**src/rtl/miller_dec_pkg.sv**
```systemverilog
// Shared types for the pause-code frame decoder.
// Assumes four samples per bit period, with the oldest sample in the MSB.
package miller_dec_pkg;

    typedef enum logic [1:0] {
        SYM_Y   = 2'd0,
        SYM_X   = 2'd1,
        SYM_Z   = 2'd2,
        SYM_BAD = 2'd3
    } sym_e;

    typedef enum logic [2:0] {
        ST_IDLE   = 3'd0,
        ST_SOC    = 3'd1,
        ST_LAST_X = 3'd2,
        ST_LAST_Y = 3'd3,
        ST_LAST_Z = 3'd4
    } dec_st_e;

    // Classify one aligned period: a half is paused if either of its samples is set.
    function automatic sym_e classify_period(input logic [3:0] p);
        logic first_h;
        logic second_h;
        first_h  = |p[3:2];
        second_h = |p[1:0];
        case ({first_h, second_h})
            2'b10:   return SYM_Z;
            2'b01:   return SYM_X;
            2'b00:   return SYM_Y;
            default: return SYM_BAD;
        endcase
    endfunction

endpackage

```
**src/rtl/miller_sym_slicer.sv**
```systemverilog
// Cuts the four candidate periods out of a two-nibble window and classifies them.
// Reports the symbol at the locked alignment and, for start detection, the
// first offset (oldest first) that holds a Z. Purely combinational.
module miller_sym_slicer
    import miller_dec_pkg::*;
#(
    parameter int SPP = 4
) (
    input  logic [2*SPP-1:0]       win,
    input  logic [$clog2(SPP)-1:0] align,
    output sym_e                   sym,
    output logic                   soc_hit,
    output logic [$clog2(SPP)-1:0] soc_off
);
    localparam int AW = $clog2(SPP);

    sym_e cand [SPP];

    // One classifier per possible alignment offset.
    for (genvar g = 0; g < SPP; g++) begin : g_cand
        assign cand[g] = classify_period(win[g+SPP-1 -: SPP]);
    end

    // Symbol at the locked offset.
    assign sym = cand[align];

    // Priority search for a start period, oldest offset first.
    always_comb begin
        soc_hit = 1'b0;
        soc_off = '0;
        for (int i = SPP - 1; i >= 0; i--) begin
            if (!soc_hit && cand[i] == SYM_Z) begin
                soc_hit = 1'b1;
                soc_off = AW'(i);
            end
        end
    end
endmodule

```
**src/rtl/miller_byte_asm.sv**
```systemverilog
// Collects decoded bits into 9-bit groups (8 data bits, LSB first, then parity).
// A full group is stored only when the next bit arrives, so the end-of-frame
// step can discard the final bit by undoing one shift. Assumes clr, fin and push
// are never raised together (the caller gives clr priority).
module miller_byte_asm #(
    parameter int MAX_BYTES = 4,
    parameter int LW        = $clog2(MAX_BYTES + 1)
) (
    input  logic                   clk,
    input  logic                   rst_n,
    input  logic                   clr,
    input  logic                   push,
    input  logic                   bit_in,
    input  logic                   fin,
    output logic [8*MAX_BYTES-1:0] frame_data,
    output logic [MAX_BYTES-1:0]   frame_par,
    output logic [LW-1:0]          frame_len,
    output logic [3:0]             last_bits,
    output logic                   short_frame
);
    logic [8:0] sr;
    logic [3:0] cnt;
    logic [3:0] cnt_m1;
    logic [8:0] sr_back;
    logic [8:0] part_sh;
    logic       room;

    // Undo of the most recent shift and right alignment of a partial byte.
    always_comb begin
        cnt_m1  = (cnt == 4'd0) ? 4'd0 : cnt - 4'd1;
        sr_back = {sr[7:0], 1'b0};
        part_sh = sr_back >> (4'd9 - cnt_m1);
        room    = (frame_len < LW'(MAX_BYTES));
    end

    // Shift, store and end-of-frame bookkeeping.
    always_ff @(posedge clk) begin
        if (!rst_n || clr) begin
            sr          <= '0;
            cnt         <= '0;
            frame_data  <= '0;
            frame_par   <= '0;
            frame_len   <= '0;
            last_bits   <= '0;
            short_frame <= 1'b0;
        end else if (fin) begin
            sr          <= '0;
            cnt         <= '0;
            last_bits   <= cnt_m1;
            short_frame <= (frame_len == '0) && (cnt_m1 == 4'd7);
            if (cnt_m1 != 4'd0 && room) begin
                for (int k = 0; k < MAX_BYTES; k++) begin
                    if (LW'(k) == frame_len) frame_data[k*8 +: 8] <= part_sh[7:0];
                end
                frame_len <= frame_len + 1'b1;
            end
        end else if (push) begin
            if (cnt == 4'd9) begin
                if (room) begin
                    for (int k = 0; k < MAX_BYTES; k++) begin
                        if (LW'(k) == frame_len) begin
                            frame_data[k*8 +: 8]     <= sr[7:0];
                            frame_par[MAX_BYTES-1-k] <= sr[8];
                        end
                    end
                    frame_len <= frame_len + 1'b1;
                end
                sr  <= {bit_in, 8'h00};
                cnt <= 4'd1;
            end else begin
                sr  <= {bit_in, sr[8:1]};
                cnt <= cnt + 4'd1;
            end
        end
    end


    short_chk: assert property (@(posedge clk) disable iff (!rst_n)
        short_frame |-> (frame_len == LW'(1) && last_bits == 4'd7));


    len_cap_chk: assert property (@(posedge clk) disable iff (!rst_n)
        frame_len <= LW'(MAX_BYTES));


    last_range_chk: assert property (@(posedge clk) disable iff (!rst_n)
        last_bits <= 4'd8);
endmodule

```
**src/rtl/miller_frame_decoder.sv**
```systemverilog
// Pause-code frame decoder for the reader-to-card direction.
// Takes one 4-sample nibble per accepted bit period. Locks onto the sample
// alignment at start of communication, applies the sequence rules, and hands
// the decoded bits to the byte assembler. Assumes idle (all-zero) samples
// between frames.
module miller_frame_decoder
    import miller_dec_pkg::*;
#(
    parameter int MAX_BYTES = 4,
    parameter int TW        = 16
) (
    input  logic                             clk,
    input  logic                             rst_n,
    input  logic                             nib_valid,
    input  logic [3:0]                       nib,
    output logic                             busy,
    output logic                             frame_done,
    output logic                             err_reset,
    output logic [8*MAX_BYTES-1:0]           frame_data,
    output logic [MAX_BYTES-1:0]             frame_par,
    output logic [$clog2(MAX_BYTES+1)-1:0]   frame_len,
    output logic [3:0]                       last_bits,
    output logic                             short_frame,
    output logic [TW-1:0]                    start_time,
    output logic [TW-1:0]                    end_time
);
    localparam int SPP = 4;
    localparam int AW  = $clog2(SPP);
    localparam int LW  = $clog2(MAX_BYTES + 1);

    dec_st_e        st, st_n;
    logic [3:0]     prev_nib;
    logic [AW-1:0]  align;
    logic [TW-1:0]  smp_cnt;
    sym_e           sym;
    logic           soc_hit;
    logic [AW-1:0]  soc_off;
    logic           asm_clr, asm_push, asm_bit, asm_fin;
    logic           soc_take, done_n, err_n;

    miller_sym_slicer #(.SPP(SPP)) u_slicer (
        .win     ({prev_nib, nib}),
        .align   (align),
        .sym     (sym),
        .soc_hit (soc_hit),
        .soc_off (soc_off)
    );

    miller_byte_asm #(.MAX_BYTES(MAX_BYTES), .LW(LW)) u_asm (
        .clk         (clk),
        .rst_n       (rst_n),
        .clr         (asm_clr),
        .push        (asm_push),
        .bit_in      (asm_bit),
        .fin         (asm_fin),
        .frame_data  (frame_data),
        .frame_par   (frame_par),
        .frame_len   (frame_len),
        .last_bits   (last_bits),
        .short_frame (short_frame)
    );

    // Sequence rules: next state and assembler commands for one accepted period.
    always_comb begin
        st_n     = st;
        asm_clr  = 1'b0;
        asm_push = 1'b0;
        asm_bit  = 1'b0;
        asm_fin  = 1'b0;
        soc_take = 1'b0;
        done_n   = 1'b0;
        err_n    = 1'b0;
        if (nib_valid) begin
            if (st == ST_IDLE) begin
                if (soc_hit) begin
                    st_n     = ST_SOC;
                    asm_clr  = 1'b1;
                    soc_take = 1'b1;
                end
            end else begin
                case (sym)
                    SYM_X: begin
                        asm_push = 1'b1;
                        asm_bit  = 1'b1;
                        st_n     = ST_LAST_X;
                    end
                    SYM_Z: begin
                        if (st == ST_LAST_X) begin
                            err_n = 1'b1;
                        end else begin
                            asm_push = 1'b1;
                            st_n     = ST_LAST_Z;
                        end
                    end
                    SYM_Y: begin
                        if (st == ST_SOC) begin
                            err_n = 1'b1;
                        end else if (st == ST_LAST_X) begin
                            asm_push = 1'b1;
                            st_n     = ST_LAST_Y;
                        end else begin
                            asm_fin = 1'b1;
                            done_n  = 1'b1;
                            st_n    = ST_IDLE;
                        end
                    end
                    default: err_n = 1'b1;
                endcase
                if (err_n) begin
                    asm_clr = 1'b1;
                    st_n    = ST_IDLE;
                end
            end
        end
    end

    // State, window history, sample clock and frame timestamps.
    always_ff @(posedge clk) begin
        if (!rst_n) begin
            st         <= ST_IDLE;
            prev_nib   <= '0;
            align      <= '0;
            smp_cnt    <= '0;
            start_time <= '0;
            end_time   <= '0;
            frame_done <= 1'b0;
            err_reset  <= 1'b0;
        end else begin
            st         <= st_n;
            frame_done <= done_n;
            err_reset  <= err_n;
            if (nib_valid) begin
                prev_nib <= nib;
                smp_cnt  <= smp_cnt + TW'(SPP);
            end
            if (soc_take) begin
                align      <= soc_off;
                start_time <= smp_cnt - TW'(soc_off);
                end_time   <= smp_cnt - TW'(soc_off);
            end else if (asm_push) begin
                end_time <= end_time + TW'(SPP);
            end
        end
    end

    assign busy = (st != ST_IDLE);


    done_idle_chk: assert property (@(posedge clk) disable iff (!rst_n)
        frame_done |-> (!busy && $past(busy)));


    err_clear_chk: assert property (@(posedge clk) disable iff (!rst_n)
        err_reset |-> (!busy && frame_len == '0));


    strobe_excl_chk: assert property (@(posedge clk) disable iff (!rst_n)
        !(frame_done && err_reset));


    hold_chk: assert property (@(posedge clk) disable iff (!rst_n)
        !nib_valid |=> ($stable(busy) && !frame_done && !err_reset));


    end_after_start_chk: assert property (@(posedge clk) disable iff (!rst_n)
        frame_done |-> ((end_time - start_time) >= TW'(SPP)));
endmodule

```
**config.mk**
```make
export PLATFORM = sky130hd
export DESIGN_NAME = miller_frame_decoder
export DESIGN_NICKNAME = d
export VERILOG_FILES = /design/src/rtl/miller_dec_pkg.sv /design/src/rtl/miller_sym_slicer.sv /design/src/rtl/miller_byte_asm.sv /design/src/rtl/miller_frame_decoder.sv
export SDC_FILE = /design/constraint.sdc
export NUM_CORES = 1
export LEC_CHECK = 0
export BUFFER_PORTS_ARGS = -buffer_cell sky130_fd_sc_hd__buf_2
export CAP_MARGIN = 25
export CELL_PAD_IN_SITES_DETAIL_PLACEMENT = 1
export CELL_PAD_IN_SITES_GLOBAL_PLACEMENT = 2
export CORE_MARGIN = 4
export CORE_UTILIZATION = 34
export DETAILED_ROUTE_END_ITERATION = 12
export PLACE_DENSITY_LB_ADDON = 0.1
export SKIP_CTS_REPAIR_TIMING = 1
export SLEW_MARGIN = 20
export SYNTH_ARGS = -nofsm -noshare
export SYNTH_HDL_FRONTEND = slang
export SYNTH_HIERARCHICAL = 1
export SYNTH_SLANG_ARGS = --single-unit
export TNS_END_PERCENT = 10
```
**constraint.sdc**
```tcl
create_clock -name clk -period 3.89 [get_ports clk]
set_clock_uncertainty 0.05 [all_clocks]
set_input_delay 0.778 -clock clk [delete_from_list [all_inputs] [get_ports clk]]
set_output_delay 0.778 -clock clk [all_outputs]
set_load 0.005 [all_outputs]
```
## Yosys cells after proc, flatten, opt, wreduce, memory -nomap -nowiden

Cells that the tools add are included.

- Register bits after elaboration: 115
- Memory bits (writable): 0
- Memories kept: 0
- Memory bits (read-only): 0
- Input bits: 7
- Latch bits: 0

- Shifts and indexed selects: 1
- Multiply operators: 0
- Equal/unequal tests: 25
- Div/mod/pow operators: 0
- Muxes and demuxes: 68
- Magnitude comparators: 2
- $add $sub $neg: 7
- Reduce and logical (&&, ||, !) cells: 43
- Bitwise operators: 4

Operators with widths:

| cell | count |
|---|---|
| $mux 32 | 5 |
| $mux 8 | 9 |
| $reduce_and 5->1 | 9 |
| $add 16x3->16 const B | 2 |
| $mux 16 | 2 |
| $mux 3 | 10 |
| $mux 1 | 25 |
| $pmux 2 s3 | 4 |
| $eq 2x2->1 const B | 9 |
| $sub 16x2->16 | 1 |
| $mux 2 | 7 |
| $reduce_or 2->1 | 7 |
| $eq 2x1->1 const B | 5 |
| $logic_not 2->1 | 5 |
| $pmux 3 s3 | 1 |
| $shr 9x4->8 | 1 |
| $mux 4 | 2 |
| $ne 4x4->1 const B | 2 |
| $reduce_bool 2->1 | 4 |
| $eq 2x3->1 const A | 2 |
| $logic_not 3->1 | 2 |
| $pmux 1 s3 | 2 |
| $logic_and 1x1->1 | 5 |
| $reduce_bool 5->1 | 1 |
| other kinds (23) | 28 |

## Depth between registers and ports, before layout

Gate-level depths: netlist of run 1.

- Depth in word-level cells: 19
- Depth in mapped cells: 15

## By module

The synthesis of run 1 kept the hierarchy.

By module, submodules not included:

| module | cells an instance | seq. area each (um^2) | area each (um^2) | times used |
|---|---|---|---|---|
| miller_frame_decoder | 341 | 1121.1 | 2844.0 | 1 |
| miller_byte_asm | 318 | 1141.1 | 2773.9 | 1 |
| miller_sym_slicer | 18 | 0.0 | 117.6 | 1 |

## Worst setup path before layout of run 1

Ideal clock, no wire load.

- Path kind: input to register
- From: in nib[0]
- To: reg u_asm.frame_data[4]
- Slack: 0.273 ns
- Stages: 15
- Required time: 3.770 ns
- Buffers on the path: 1
- Setup time: 0.070 ns
- Data arrival time: 3.497 ns
- Path through: nor2b_1 > a2111oi_1 > a21oi_1 > inv_1 > ha_1 > inv_1 > o211ai_2 > nand2_2 > clkinv_2 > and4bb_2 > a31oi_1 > a311oi_2 > buf_4 > nand3_1 > a21oi_1

RTL lines:

| item | RTL line | source |
|---|---|---|
| from (decl) | miller_frame_decoder.sv:15 | `input logic [3:0] nib,` |
| $reduce_or 2->1 (*) | miller_dec_pkg.sv:25 | `second_h = \|p[1:0];` |
| $eq 2x1->1, or another cell as far along | miller_dec_pkg.sv:26 | `case ({first_h, second_h})` |
| $pmux 2 s3 (*) | miller_dec_pkg.sv:26 |  |
| $bmux 2 s2 (*) | miller_sym_slicer.sv:25 | `assign sym = cand[align];` |
| $mux 2 (not written as such) (*) (2 in series) | miller_sym_slicer.sv:25 |  |
| named net sym[0] | miller_frame_decoder.sv:35 | `sym_e sym;` |
| $eq 2x2->1, or another cell as far along | miller_frame_decoder.sv:81 | `case (sym)` |
| $pmux 1 s3 (*) | miller_frame_decoder.sv:81 |  |
| $mux 1 (*) | miller_frame_decoder.sv:74 | `if (st == ST_IDLE) begin` |
| $mux 1 (*) | miller_frame_decoder.sv:73 | `if (nib_valid) begin` |
| named net asm_push | miller_frame_decoder.sv:38 | `logic asm_clr, asm_push, asm_bit, asm_fin;` |
| $reduce_bool 2->1 (no line) (*) | -- |  |
| $reduce_and 5->1 (no line) (*) | -- |  |
| to (signal, indexed assignment) | miller_byte_asm.sv:53 | `if (LW'(k) == frame_len) frame_data[k*8 +: 8] <= part_sh[7:0];` |
| to (signal, indexed assignment) | miller_byte_asm.sv:62 | `frame_data[k*8 +: 8] <= sr[7:0];` |
| to (decl) | miller_byte_asm.sv:15 | `output logic [8*MAX_BYTES-1:0] frame_data,` |

Mark *: on every way through the listed nets, which the timed path passes. The rest lies on a longest branch. The select of a mux whose other input is x is not followed.
A chain may end at the register's enable or synchronous reset.

## Worst setup path in the final report of run 1

- From: in nib[0]
- To: reg u_asm.frame_data[25]

The elaborated chain is that of the path after synthesis.

==> metrics.md, run 1 <==
| Metric | Value |
|---|---|
| Port buffer count | `85` |
| Chip width | `138 um` |
| CP Capture Type | `flop` |
| Critical path type | `in -> reg` |
| Clk root buf | `clkbuf_16` |
| CP required | `around 4.1 ns` |
| DP HPWL | `12700 um` |
| R2r startpoint | `start_time[0]$_SDFFE_PN0P_` |
| PD cells | `between 300 and 400 nW/um^2` |
| R2R Path End | `u_asm/frame_data[25]$_SDFFE_PP0P_` |
| Pre-CTS setup slack | `0.000850 ns` |
| Mean Syn Cell Area | `around 8.5 sq um` |
| Worst vdd ir | `approximately 0.22 mV` |
| Setup TNS | `0 ns` |
| Final Util | `0.399` |
| RePlAce Congestion | `approximately 0.81` |
| Crit start category | `input pin` |
| Period utilization | `0.914` |
| Min-Delay Path Class | `reg -> reg` |
| First-pass GRT wire length | `27100 um` |
| Nets | `769` |
| Initial drt markers | `approximately 180` |
| Final Max Slew Viols | `0` |
| CTS Buf Count | `9` |
| Status | `finished clean` |
| Global route overflow | `0` |
| Pre-Repair DR Iteration Count | `4` |
| Initial antenna violation count | `0` |
| Register-to-register setup slack | `roughly 0.42 ns` |
| Worst-path clk slew | `around 0.080 ns` |
| # IOs | `86` |
| Hold path cells | `2` |
| Slack of the critical path | `approximately 0.34 ns` |
| Max-cap check violation count | `0` |
| Delay of the slowest critical-path stage | `0.48 ns` |
| Clock latency at the later pin of the worst-skew pair | `approximately 0.36 ns` |
| LEAKAGE | `2.65 nW` |
| CP cell instances | `buf_2 > nor2b_1 > a2111oi_1 > a21oi_1 > inv_1 > ha_1 > inv_1 > o211ai_2 > nand2_2 > clkinv_2 > nand4bb_4 > a211oi_4 > and2_1 > o21ai_0 > a21oi_1` |
| Antenna Cells | `0` |
| Worst hold start | `end_time[0]$_SDFFE_PN0P_` |
| Routed Antenna Nets | `0` |
| R2r worst-path depth | `14` |
| Row count | `47` |
| Cell area after layout | `about 6600 sq um` |
| Placed inst area | `approximately 6300 sq um` |
| Core Footprint | `roughly 17000 sq um` |
| Final setup violation count | `0` |
| Max Clk Rate | `approximately 280 MHz` |
| Worst Hold End | `end_time[0]$_SDFFE_PN0P_` |
| H-tree levels | `3` |
| Syn Inst Count | `674` |
| Vias | `approximately 5100` |
| GRT Total Usage | `0.181` |
| CTS tree | `built` |
| Vias/cell | `5.29` |
| Vias in the first global route | `between 5000 and 6000` |
| Unrepaired setup endpoints after global routing | `false` |
| Min Tclk post-route | `between 3 and 4 ns` |
| Filler cell count | `approximately 2000` |
| Worst-case clock buffer depth | `2` |
| Largest net degree at the start of global routing | `36` |
| Worst endpoint data arrival time | `3.79 ns` |
| Warnings from Yosys | `6` |
| Max FO, Critical Path | `13` |
| DR WL/cell | `~18 um` |
| Highest-count cells in the layout ignoring fill and taps | `dfxtp_1 (112), buf_2 (85), nor2_1 (75), a21oi_1 (69), nand2_1 (57)` |
| Commonest non-fill, non-tap cell in the layout | `dfxtp_1` |
| Fraction of layout cells with a size suffix above 1 | `0.192` |
| Aggregate routed wire length | `approximately 17000 um` |
| Final Hold Viols | `0` |
| Worst slew margin | `0.524` |
| DR DRC count | `0` |
| Die area | `around 19000 sq um` |
| Starting Density | `0.345` |
| Post-synth net total | `between 600 and 700` |
| Hold Slack | `between 0.4 and 0.5 ns` |
| Slew @ Worst Pin | `0.712 ns` |
| Die H | `approximately 140 um` |
| Synthesized area | `between 5000 and 6000 sq um` |
| Worst path slowest cell | `and2_1` |
| CTS Sinks | `~110` |
| Area delta synth->final | `15.6%` |
metrics by stage:
step	instances	total power, mW
after floorplan	674	1.41
after global placement	955	1.51
after detailed placement	955	1.52
after CTS	971	2.44
after global routing	971	2.51
final	971	2.41
critical path: cells and delay by family:
| kind | cells | cell delay, ns |
|---|---|---|
| and+or+nand+nor | 4 | 0.86 |
| buffers and inverters | 4 | 0.50 |
| adders and majority gates | 1 | 0.23 |
| AOI/OAI and AO/OA | 6 | 1.42 |
worst max path at each step:
stage	slack [ns]	from	to
4_1_cts	0.36	nib[0]	u_asm/frame_data[25]$_SDFFE_PP0P_
5_1_grt	0.04	nib[0]	u_asm/frame_data[28]$_SDFFE_PP0P_
2_1_floorplan	0.27	nib[0]	u_asm/frame_data[4]$_SDFFE_PP0P_
6_report	0.34	nib[0]	u_asm/frame_data[25]$_SDFFE_PP0P_
3_5_place_dp	0.0008	nib[0]	u_asm/frame_data[25]$_SDFFE_PP0P_
3_3_place_gp	0.07	nib[0]	u_asm/frame_data[28]$_SDFFE_PP0P_
per-layer routing:
| layer | track usage | vias to the layer above | routed length [um] |
|---|---|---|---|
| li1 | - | 2522 | - |
| met1 | 0.217 | 2523 | 7550 |
| met2 | 0.329 | 78 | 8860 |
| met3 | 0.0310 | 12 | 523 |
| met4 | 0.0549 | 0 | 213 |
| met5 | 0 | - | 0 |
registers in the layout (all words and copies together) (netlist names), 3 cells and up:
| name | count |
|---|---|
| st | 3 |
| u_asm/frame_data | 32 |
| u_asm/frame_par | 4 |
| u_asm/cnt | 4 |
| end_time | 16 |
| prev_nib | 3 |
| smp_cnt | 14 |
| u_asm/sr | 9 |
| u_asm/frame_len | 3 |
| u_asm/last_bits | 4 |
| start_time | 16 |
power breakdown:
part           leakage [nW]  switching [mW]  internal (mW)
registers             0.907          0.0332           1.18
clock network         0.128           0.475          0.446
logic                  1.62           0.166          0.107
total                  2.65           0.674           1.73
layout make-up:
cell class | count | area [sq um] | area share
well taps | 220 | 275 | 0.0418
inverters | 19 | 72.6 | 0.0110
clock buffers | 10 | 229 | 0.0347
multi-input cells | 501 | 3160 | 0.479
repair buffers | 103 | 561 | 0.0850
flip-flops and latches | 112 | 2240 | 0.340
clock inverters | 6 | 51.3 | 0.00778
No activity file was read; power rests on OpenSTA's default activity.
==> inputs of run 2 (changes only) <==
CELL_PAD_IN_SITES_GLOBAL_PLACEMENT = 1   (was 2)
CORE_UTILIZATION = 35   (was 34)
==> metrics.md, run 2 (synthesis gave the netlist of run 1 again) <==
| Metric | Value |
|---|---|
| Commonest non-fill, non-tap cell in the layout | `dfxtp_1` |
| Clock latency at the later pin of the worst-skew pair | `0.35 ns` |
| Final setup violation count | `0` |
| Flop pwr share | `0.477` |
| Starting Density | `0.358` |
| H-tree levels | `3` |
| Vias in the first global route | `around 5300` |
| CP required | `between 4 and 5 ns` |
| Chip width | `roughly 140 um` |
| R2r startpoint | `start_time[0]$_SDFFE_PN0P_` |
| Psw | `approximately 0.67 mW` |
| Max FO, Critical Path | `13` |
| Register-to-register setup slack | `around 0.54 ns` |
| Unrepaired setup endpoints after global routing | `false` |
| Worst-path clk slew | `roughly 0.080 ns` |
| Pre-Repair DR Iteration Count | `4` |
| DP HPWL | `about 13000 um` |
| Die area | `18400 sq um` |
| Slack of the critical path | `0.382 ns` |
| Clk root buf | `clkbuf_16` |
| Pre-CTS setup slack | `-0.0266 ns` |
| Worst path slowest cell | `a211oi_4` |
| Nets | `slightly below 800` |
| Vias | `between 5000 and 6000` |
| Worst endpoint data arrival time | `~3.7 ns` |
| Hold path cells | `2` |
| Min-Delay Path Class | `reg -> reg` |
| Max Clk Rate | `about 290 MHz` |
| Worst-case clock buffer depth | `2` |
| CP cell instances | `buf_2 > nor2b_1 > a211oi_1 > a21oi_1 > inv_1 > ha_1 > inv_1 > o211ai_2 > nand2_2 > clkinv_2 > nand4bb_4 > a211oi_4 > and2_1 > nand3_1 > a21oi_1` |
| Area delta synth->final | `16.7%` |
| DP Cell Count | `952` |
| GRT Total Usage | `0.183` |
| Highest-count cells in the layout ignoring fill and taps | `dfxtp_1 (112), buf_2 (85), nor2_1 (75), a21oi_1 (69), nand2_1 (57)` |
| Max-cap check violation count | `0` |
| CTS Sinks | `112` |
| First-pass GRT wire length | `27200 um` |
| Slew @ Worst Pin | `between 0.7 and 0.8 ns` |
| Row count | `46` |
| RePlAce Congestion | `between 0.8 and 0.9` |
| Critical path type | `in -> reg` |
| CTS tree | `built` |
| Routed Antenna Nets | `0` |
| Worst Hold End | `end_time[1]$_SDFFE_PN0P_` |
| Placed inst area | `roughly 6300 sq um` |
| Antenna Cells | `0` |
| CTS Buf Count | `9` |
| Logic pwr share | `0.107` |
| Die H | `~140 um` |
| Clock power share | `0.416` |
| Core Footprint | `15900 sq um` |
| Buf+Inv Stages, Crit Path | `4` |
| Port buffer count | `85` |
| Biggest register | `u_asm/frame_data` |
| Worst hold start | `end_time[1]$_SDFFE_PN0P_` |
| R2R Path End | `u_asm/frame_data[20]$_SDFFE_PP0P_` |
| Cell area after layout | `about 6700 sq um` |
| Worst slew margin | `0.523` |
| Cell Count, Final, Fillers Out | `approximately 970` |
| Final Max Slew Viols | `0` |
| # IOs | `86` |
| DR DRC count | `0` |
| Min Tclk post-route | `roughly 3.5 ns` |
| Global route overflow | `0` |
| Largest register FFs | `32` |
| R2r worst-path depth | `14` |
| Top delay family on crit path | `compound AO/OA/AOI/OAI gates` |
| CP Capture Type | `flop` |
| Aggregate routed wire length | `16700 um` |
| Delay of the slowest critical-path stage | `0.44 ns` |
| Hold Slack | `0.412 ns` |
| Initial antenna violation count | `0` |
| Largest net degree at the start of global routing | `36` |
| PD cells | `381 nW/um^2` |
| Fraction of layout cells with a size suffix above 1 | `0.195` |
| LEAKAGE | `about 2.7 nW` |
| Status | `finished clean` |
| Top flop regs | `u_asm/frame_data (32), end_time (16), start_time (16)` |
| Internal power component | `~1.9 mW` |
| Crit start category | `input pin` |
| Vias/cell | `5.34` |
| Sw Share | `0.265` |
| Worst vdd ir | `around 0.21 mV` |
| Initial drt markers | `~280` |
| Period utilization | `0.902` |
| Final Hold Viols | `0` |
| DR WL/cell | `17.3 um` |
## run 2: area by class of cell
type | count | area (sq um)
Clock buffer | 9 | 225
Clock inverter | 7 | 114
Fill cell | 1922 | 9290
Inverter | 19 | 72.6
Multi-Input combinational cell | 501 | 3160
Sequential cell | 112 | 2240
Tap cell | 216 | 270
Timing Repair Buffer | 104 | 568
## run 2: power groups by stage
| stage | clock network (mW) | logic [mW] | registers, mW |
|---|---|---|---|
| 2_1_floorplan | 0 | 0.177 | 1.23 |
| 3_3_place_gp | 0 | 0.272 | 1.24 |
| 3_5_place_dp | 0 | 0.277 | 1.24 |
| 4_1_cts | 1.09 | 0.279 | 1.21 |
| 5_1_grt | 1.13 | 0.305 | 1.22 |
| 6_report | 1.06 | 0.272 | 1.21 |
## run 2: through the flow
stage | total power [mW] | util | TNS, ns
finish | 2.54 | 0.417 | 0
CTS | 2.58 | 0.417 | 0
global route | 2.65 | 0.417 | 0
detailed placement | 1.51 | 0.396 | -0.0519
floorplan | 1.41 | - | 0
global placement | 1.51 | 0.396 | 0
## run 2: worst min-delay path: stages, from the launching register on
cell and delay (ns):
dfxtp_1 0.32, nand2_1 0.05, a21oi_1 0.05
## run 2: worst max-delay path by stage
stage,startpoint,end,cells past startpoint
after floorplan,nib[0],u_asm/frame_data[4]$_SDFFE_PP0P_,15
after global routing,nib[2],u_asm/frame_data[9]$_SDFFE_PP0P_,15
after global placement,nib[0],u_asm/frame_data[28]$_SDFFE_PP0P_,15
after detailed placement,nib[2],u_asm/frame_data[28]$_SDFFE_PP0P_,15
final,nib[2],u_asm/frame_data[20]$_SDFFE_PP0P_,15
after CTS,nib[2],u_asm/frame_data[28]$_SDFFE_PP0P_,15
## run 2: layer usage
| metal | track usage | vias up | part of all wire |
|---|---|---|---|
| met5 | 0 | - | 0 |
| met4 | 0.0420 | 0 | 0.0081 |
| met3 | 0.0338 | 10 | 0.030 |
| met2 | 0.342 | 73 | 0.53 |
| met1 | 0.215 | 2548 | 0.43 |
| li1 | - | 2542 | - |
==> inputs of run 3 (changes only) <==
ABC_AREA = 1   (was unset)
TNS_END_PERCENT = 1   (was 10)
==> metrics.md, run 3 <==
| Metric | Value |
|---|---|
| Status | `finished clean` |
| Final Hold Viols | `0` |
| Worst path slowest cell | `nor2_4` |
| Pre-Repair DR Iteration Count | `4` |
| DR DRC count | `0` |
| Mean Syn Cell Area | `approximately 6.7 sq um` |
| DP HPWL | `14500 um` |
| PD cells | `about 500 nW/um^2` |
| Port buffer count | `85` |
| Max-cap check violation count | `0` |
| Worst hold start | `start_time[1]$_SDFFE_PN0P_` |
| CP required | `4.11 ns` |
| Cell area after layout | `about 7000 sq um` |
| # IOs | `86` |
| Biggest register | `u_asm/frame_data` |
| Clock latency at the later pin of the worst-skew pair | `0.37 ns` |
| Vias | `6060` |
| Largest register FFs | `32` |
| Largest net degree at the start of global routing | `40` |
| LEAKAGE | `~3.5 nW` |
| Syn Inst Count | `936` |
| Die area | `20000 sq um` |
| Hold Slack | `between 0.4 and 0.5 ns` |
| Pre-CTS setup slack | `0.254 ns` |
| Row count | `48` |
| Final setup violation count | `0` |
| Core Footprint | `around 17000 sq um` |
| Synthesized area | `approximately 6200 sq um` |
| Unrepaired setup endpoints after global routing | `false` |
| CTS Sinks | `112` |
| Worst-case clock buffer depth | `2` |
| R2r startpoint | `start_time[0]$_SDFFE_PN0P_` |
| Vias/cell | `4.89` |
| Starting Density | `0.359` |
| CP cell instances | `buf_2 > nor2_1 > nand2_1 > nand3_1 > nand2_1 > inv_1 > ha_1 > nand3_1 > nand3_2 > nand2_4 > inv_1 > nand2_2 > nor2_2 > nand3_2 > nand2_2 > nand2_4 > nor2_4 > inv_1 > o21ai_0 > inv_1` |
| CTS tree | `built` |
| Clk root buf | `clkbuf_16` |
| Chip width | `between 100 and 150 um` |
| Worst endpoint data arrival time | `between 3 and 4 ns` |
| Commonest non-fill, non-tap cell in the layout | `nand2_1` |
| Highest-count cells in the layout ignoring fill and taps | `nand2_1 (228), inv_1 (125), dfxtp_1 (112), nor2_1 (111), nand3_1 (104)` |
| Min-Delay Path Class | `reg -> reg` |
| Placed inst area | `about 7000 sq um` |
| Period utilization | `0.828` |
| RePlAce Congestion | `around 0.83` |
| Initial drt markers | `202` |
| Max FO, Critical Path | `14` |
| Warnings from Yosys | `6` |
| Worst slew margin | `0.614` |
| DP Cell Count | `approximately 1200` |
| Worst vdd ir | `between 0.2 and 0.25 mV` |
| Delay of the slowest critical-path stage | `roughly 0.32 ns` |
| Final Util | `0.411` |
| Min Tclk post-route | `~3.2 ns` |
| Filler cell count | `around 2300` |
| Aggregate routed wire length | `~19000 um` |
| Initial antenna violation count | `0` |
| Fraction of layout cells with a size suffix above 1 | `0.150` |
| Slack of the critical path | `roughly 0.67 ns` |
| CP Capture Type | `flop` |
| Crit start category | `input pin` |
| Area delta synth->final | `14.5%` |
| Nets | `1032` |
| Top flop regs | `u_asm/frame_data (32), end_time (16), start_time (16)` |
| Setup TNS | `0 ns` |
| Routed Antenna Nets | `0` |
| GRT Total Usage | `0.192` |
| H-tree levels | `3` |
| Worst-path clk slew | `about 0.090 ns` |
| Critical path type | `in -> reg` |
| Most frequent CP cell | `inv_1` |
| Die H | `142 um` |
| Slew @ Worst Pin | `0.579 ns` |
| Vias in the first global route | `between 6000 and 7000` |
| DR WL/cell | `between 15 and 20 um` |
| Global route overflow | `0` |
| Max Clk Rate | `311 MHz` |
| Post-synth net total | `~960` |
| CTS Buf Count | `9` |
| Total power draw | `about 3.6 mW` |
| First-pass GRT wire length | `~31000 um` |
| Antenna Cells | `0` |
| Cell Count, Final, Fillers Out | `roughly 1200` |
| Final Max Slew Viols | `0` |
| Worst setup path startpoint | `nib[3]` |
==> run 3: layout make-up <==
cell class / count / area [sq um] / area share
sequential: 112 / 2240 / 0.313
multi-input combinational: 663 / 3320 / 0.464
inverter: 132 / 495 / 0.0693
clock buffer: 9 / 225 / 0.0315
tap: 225 / 282 / 0.0394
timing repair buffer: 91 / 483 / 0.0675
clock inverter: 7 / 105 / 0.0147
==> run 3: critical path: cells and delay by family <==
| family | cells | cell delay, ns |
|---|---|---|
| and+or+nand+nor | 13 | 1.65 |
| buffers and inverters | 5 | 0.56 |
| adders and majority gates | 1 | 0.26 |
| AOI/OAI and AO/OA | 1 | 0.17 |
==> run 3: routing by layer <==
| metal | track usage | share of wire |
|---|---|---|
| met2 | 0.346 | 0.50 |
| met3 | 0.0303 | 0.027 |
| met1 | 0.240 | 0.46 |
| met5 | 0 | 0 |
| met4 | 0.0460 | 0.011 |
==> run 3: final timing paths <==
path / slack [ns] / cells past startpoint / to
setup / recovery: 0.67 / 20 / u_asm/frame_data[7]$_SDFFE_PP0P_
hold / removal: 0.42 / 2 / start_time[1]$_SDFFE_PN0P_
setup reg to reg: 0.88 / 18 / u_asm/frame_data[7]$_SDFFE_PP0P_
hold reg to reg: 0.42 / 2 / start_time[1]$_SDFFE_PN0P_
==> run 3: power by group <==
part / leakage [nW] / internal (mW) / switching (mW)
clock network: 0.162 / 0.528 / 0.503
registers: 0.907 / 1.26 / 0.148
logic: 2.40 / 0.385 / 0.755
total: 3.47 / 2.18 / 1.41
